<file path="src/rtl/ae_trace_pkg.sv">
package ae_trace_pkg;

  // Identifier reserved for a cycle with no report
  localparam int unsigned ID_IDLE = 0;

  // Bits needed to code identifiers 0..n (checker n-1 maps to n)
  function automatic int unsigned id_bits(input int unsigned n);
    int unsigned b;
    b = 1;
    while ((2 ** b) < (n + 1)) b++;
    return b;
  endfunction

endpackage

</file>
<file path="src/rtl/ae_fire_gate.sv">
module ae_fire_gate #(
  parameter int unsigned NUM_CHK = 20
) (
  input  logic [NUM_CHK-1:0] fire_i,
  input  logic [NUM_CHK-1:0] enable_i,
  output logic [NUM_CHK-1:0] live_o,
  output logic               any_o,
  output logic               multi_o
);

  logic [NUM_CHK-1:0] live;
  logic [NUM_CHK-1:0] rest;

  assign live = fire_i & enable_i;
  // Clearing the lowest set bit leaves something only if two or more bits were set
  assign rest = live & (live - NUM_CHK'(1));

  assign live_o  = live;
  assign any_o   = |live;
  assign multi_o = |rest;

endmodule

</file>
<file path="src/rtl/ae_prio_pick.sv">
module ae_prio_pick #(
  parameter int unsigned NUM_CHK = 20,
  parameter int unsigned ID_W    = 5
) (
  input  logic [NUM_CHK-1:0] live_i,
  output logic [ID_W-1:0]    id_o
);

  // Scan from the top so the lowest set index is written last and wins
  always_comb begin
    id_o = ID_W'(ae_trace_pkg::ID_IDLE);
    for (int i = NUM_CHK - 1; i >= 0; i--) begin
      if (live_i[i]) id_o = ID_W'(i + 1);
    end
  end

endmodule

</file>
<file path="src/rtl/ae_sat_count.sv">
module ae_sat_count #(
  parameter int unsigned CNT_W = 4
) (
  input  logic             clk,
  input  logic             rst,
  input  logic             inc_i,
  output logic [CNT_W-1:0] cnt_o
);

  localparam logic [CNT_W-1:0] CNT_TOP = '1;

  logic [CNT_W-1:0] cnt_q;

  always_ff @(posedge clk) begin
    if (rst) begin
      cnt_q <= '0;
    end else if (inc_i && (cnt_q != CNT_TOP)) begin
      cnt_q <= cnt_q + CNT_W'(1);
    end
  end

  assign cnt_o = cnt_q;

endmodule

</file>
<file path="src/rtl/ae_trace_enc.sv">
module ae_trace_enc #(
  parameter int unsigned NUM_CHK = 20,
  parameter int unsigned TRACE_W = 8,
  parameter int unsigned CNT_W   = 4
) (
  input  logic               clk,
  input  logic               rst,
  input  logic [NUM_CHK-1:0] fire_i,
  input  logic [NUM_CHK-1:0] enable_i,
  output logic [TRACE_W-1:0] trace_id_o,
  output logic               trace_vld_o,
  output logic [CNT_W-1:0]   drop_cnt_o
);

  localparam int unsigned ID_W = ae_trace_pkg::id_bits(NUM_CHK);

  generate
    if (ID_W > TRACE_W) begin : g_too_many
      $error("ae_trace_enc: NUM_CHK needs more identifier bits than TRACE_W");
    end
  endgenerate

  logic [NUM_CHK-1:0] live;
  logic               any_live;
  logic               multi_live;
  logic [ID_W-1:0]    pick_id;
  logic [TRACE_W-1:0] id_q;
  logic               vld_q;

  ae_fire_gate #(.NUM_CHK(NUM_CHK)) u_gate (
    .fire_i   (fire_i),
    .enable_i (enable_i),
    .live_o   (live),
    .any_o    (any_live),
    .multi_o  (multi_live)
  );

  ae_prio_pick #(.NUM_CHK(NUM_CHK), .ID_W(ID_W)) u_pick (
    .live_i (live),
    .id_o   (pick_id)
  );

  ae_sat_count #(.CNT_W(CNT_W)) u_drop (
    .clk   (clk),
    .rst   (rst),
    .inc_i (multi_live),
    .cnt_o (drop_cnt_o)
  );

  // Unused upper trace bits come out as zero through the width extension
  always_ff @(posedge clk) begin
    if (rst) begin
      id_q  <= '0;
      vld_q <= 1'b0;
    end else begin
      id_q  <= TRACE_W'(pick_id);
      vld_q <= any_live;
    end
  end

  assign trace_id_o  = id_q;
  assign trace_vld_o = vld_q;

endmodule

</file>
<file path="config.mk">
export PLATFORM = sky130hd
export DESIGN_NAME = ae_trace_enc
export DESIGN_NICKNAME = d
export VERILOG_FILES = /design/src/rtl/ae_trace_pkg.sv /design/src/rtl/ae_fire_gate.sv /design/src/rtl/ae_prio_pick.sv /design/src/rtl/ae_sat_count.sv /design/src/rtl/ae_trace_enc.sv
export SDC_FILE = /design/constraint.sdc
export NUM_CORES = 1
export LEC_CHECK = 0
export BUFFER_PORTS_ARGS = -buffer_cell sky130_fd_sc_hd__clkbuf_2
export CORE_MARGIN = 10
export CORE_UTILIZATION = 42
export DETAILED_ROUTE_END_ITERATION = 8
export GPL_ROUTABILITY_DRIVEN = 0
export PLACE_DENSITY = 0.83
export SETUP_SLACK_MARGIN = 0.1
export SLEW_MARGIN = 20
export SYNTH_ARGS = -nofsm -noshare
export SYNTH_HDL_FRONTEND = slang
export SYNTH_SLANG_ARGS = --single-unit
</file>
<file path="constraint.sdc">
create_clock -name clk -period 2.5 [get_ports clk]
set_clock_uncertainty 0.1 [all_clocks]
set_input_delay 0.125 -clock clk [delete_from_list [all_inputs] [get_ports clk]]
set_output_delay 0.125 -clock clk [all_outputs]
set_load 0.01 [all_outputs]
</file>
==> reports/results.txt <==
Status - complete, no violations
H-tree level count - 1
Worst setup SP type - input pin
GR Layer Usage met3 - 0.0424
FF-to-FF setup slack - 1.10 ns
Logic pwr share - 0.356
Min-Delay Path Class - in2reg
Hold wc startpoint - fire_i[0]
Worst setup path start - fire_i[0]
Post-Route Setup TNS - 0 ns
Yosys warning count - 0
Clock latency on the worst-skew pair - 0.27 ns
Mapped Cells - 126
RSZ-0062 raised after global routing - no
Worst path required time - 2.56 ns
Top cell type by total area after synthesis - dfxtp_1
Mean post-synth cell area - 7.13 sq um
DRT iter0 DRCs - 79
Total gr overflow - 0
Clk sinks - 10
PD cells - 408 mW/mm^2
Internal power - 339 uW
PostCTS Resize Cnt - 0
Core Util, Final - 0.618
WL per Instance - 14.1 um
Post-synthesis sequential area ratio - 0.223
Share of the synthesized area in the top cell type - 0.223
Final Slew Violations - 0
Grt met2 use - 0.233
Vias in the first global route - 1203
Root buffer cell - clkbuf_4
CP endpoint kind - flop
Area contributors post-synth - dfxtp_1 (22%), nand2_1 (12%), a22oi_1 (9.2%)
Clock power frac - 0.293
Maximum vdd drop - 0.000241 V
Final worst setup slack - 0.318 ns
Die width - 66.3 um
Sw Ratio - 0.329
Layout Nets - 227
GRT Total Usage - 0.133
#FFs+latches synth - 10
Initial antenna violation count - 0
R2r worst-path depth - 3
Maximum number of pins on one net before global-route repair - 13
FF-to-FF End - u_drop.cnt_o[0]
Sw power - 166 uW
Final min period - 2.18 ns
Register area - 200 sq um
Synth-to-Final Area Change - 37.7%
CP Capture Point - u_drop.cnt_o[0]
Count of cell types in the netlist - 34
Initial Util - 0.449
LEAKAGE - 0.597 nW
Met1 Usage GRT - 0.149
CTS tree - yes
Max-cap violations - 0
Setup violators final - 0
Data arrival, critical path - 2.25 ns
Fin. Hold Viols - 0
CTS clk-pin slew, worst paths - 0.07 ns
Design Area, Final - 0.00124 sq mm
Critical-path maximum fanout - 8
Synth Cell Area - 898 sq um
Post-route ant nets - 0
Worst setup path category - in2reg
Busiest grt layer - met2
Port Buf Inserts - 51
Final wirelength - 2960 um
Vias per cell - 5.62
Max Clock Freq - 458 MHz
Post-DP Area - 0.00119 sq mm
Power, Total - 504 uW
Num CTS Buffers - 3
Die Ht - 66.3 um
Vias post-DR - 1181
Post-place setup slack - 0.0645 ns
Die Area - 0.00439 sq mm
First-pass GRT wire length - 4930 um
CTS max path bufs - 2
Layout cells sized above 1 - 0.361
R2r startpoint - u_drop.cnt_o[0]
Final Cycle Share - 0.873
Multi-input logic area - 676 sq um
DRT Pass-1 Iters - 5
Top Ports - 55
Sequential Power Share - 0.351
Post-DP HPWL - 2600 um
FP Rows - 16
Hold path cells - 2
Core area - 0.00200 sq mm
Drt drc - 0
N_diodes - 0
Fillcell total - 189
layout by cell type (no fill, tap or decap):
cell	n
nor4_4	1
nand2_1	29
a222oi_1	2
a22oi_1	11
ha_1	1
mux2i_1	1
and4b_2	1
nor3b_1	2
nand4_1	3
o21ai_0	8
nand3_2	1
nor2_1	6
inv_1	1
a21oi_1	7
clkbuf_2	51
and2_1	3
a32oi_1	1
a211oi_1	4
a41o_2	1
a31oi_2	1
conb_1	3
nor3_1	6
buf_4	3
nor4_1	2
clkbuf_8	1
nand3_1	5
o21ba_2	2
mux2_4	1
dfxtp_1	10
dlygate4sd3_1	1
clkbuf_4	3
a31oi_1	3
nand2b_1	2
nor2b_1	1
a21boi_0	1
o211ai_1	3
o21ai_1	1
power groups by stage:
stage          combinational [mW]  clock, mW  sequential [mW]
6_report                    0.180      0.148            0.177
5_1_grt                     0.201      0.162            0.178
4_1_cts                     0.179      0.151            0.177
3_5_place_dp                0.177          0            0.181
3_3_place_gp                0.171          0            0.180
2_1_floorplan              0.0956          0            0.185
worst max-delay path, cell delays in order:
cell,delay [ns]
clkbuf_2,0.12
a222oi_1,0.50
nand3_2,0.23
nor4_1,0.34
o21ai_1,0.16
nor4_4,0.36
a31oi_2,0.11
mux2_4,0.31
flip-flops by register name, summed over array words and instances, names as in the netlist:
name and count:
trace_id_o 5, trace_vld_o 1, u_drop.cnt_o 4
cells by family (layout without fill, tap and decap cells):
group | after synthesis | count (layout) | synth area share
AO/OA/AOI/OAI | 45 | 45 | 0.350
adder cells (fa/ha/maj) | 1 | 1 | 0.0139
buffers and inverters | 5 | 60 | 0.0334
flip-flops | 10 | 10 | 0.223
multiplexers | 2 | 2 | 0.0279
other | 1 | 3 | 0.00417
AND/OR/NAND/NOR | 62 | 62 | 0.348
through the flow:
stage,instances,hold slack (ns)
after detailed placement,205,0.286
after global placement,205,0.280
after global routing,210,0.0270
final,210,0.00654
after CTS,210,0.00343
after floorplan,128,0.121
Yosys cell counts:
master / number
conb_1: 1
buf_4: 3
nand2b_1: 2
o21ai_0: 8
a41o_2: 1
o21ba_2: 2
nand3_2: 1
o21ai_1: 1
o211ai_1: 3
a21boi_0: 1
a32oi_1: 1
nor3b_1: 2
nand3_1: 5
a211oi_1: 4
inv_1: 1
ha_1: 1
a22oi_1: 11
a21oi_1: 7
nand2_1: 29
a222oi_1: 2
a31oi_2: 1
nor4_1: 2
nor3_1: 6
nor4_4: 1
nand4_1: 3
and4b_2: 1
clkbuf_1: 1
mux2_4: 1
nor2_1: 6
dfxtp_1: 10
a31oi_1: 3
and2_1: 3
nor2b_1: 1
mux2i_1: 1
metal layers:
metal	share of wire	vias to the layer above
met5	0	-
met4	0.0078	0
met3	0.083	2
met2	0.45	50
met1	0.46	533
li1	-	596
worst min-delay path by stage:
stage | to
after floorplan | trace_id_o[1]
after global placement | trace_id_o[1]
after detailed placement | trace_id_o[1]
after CTS | trace_id_o[1]
after global routing | trace_id_o[1]
final | trace_id_o[1]
timing repair:
item / CTS / global route
hold buffers: 1 / 0
setup buffers: 0 / 0
endpoints found under the hold margin: 1 / 0
endpoints found under the setup margin: 0 / 0
area by class of cell:
type,count,share of cell area
Clock buffer,4,0.0293
Tap cell,27,0.0273
Sequential cell,10,0.162
Multi-Input combinational cell,113,0.546
Inverter,1,0.00303
Timing Repair Buffer,55,0.233
Power figures use the tool's default switching activity.
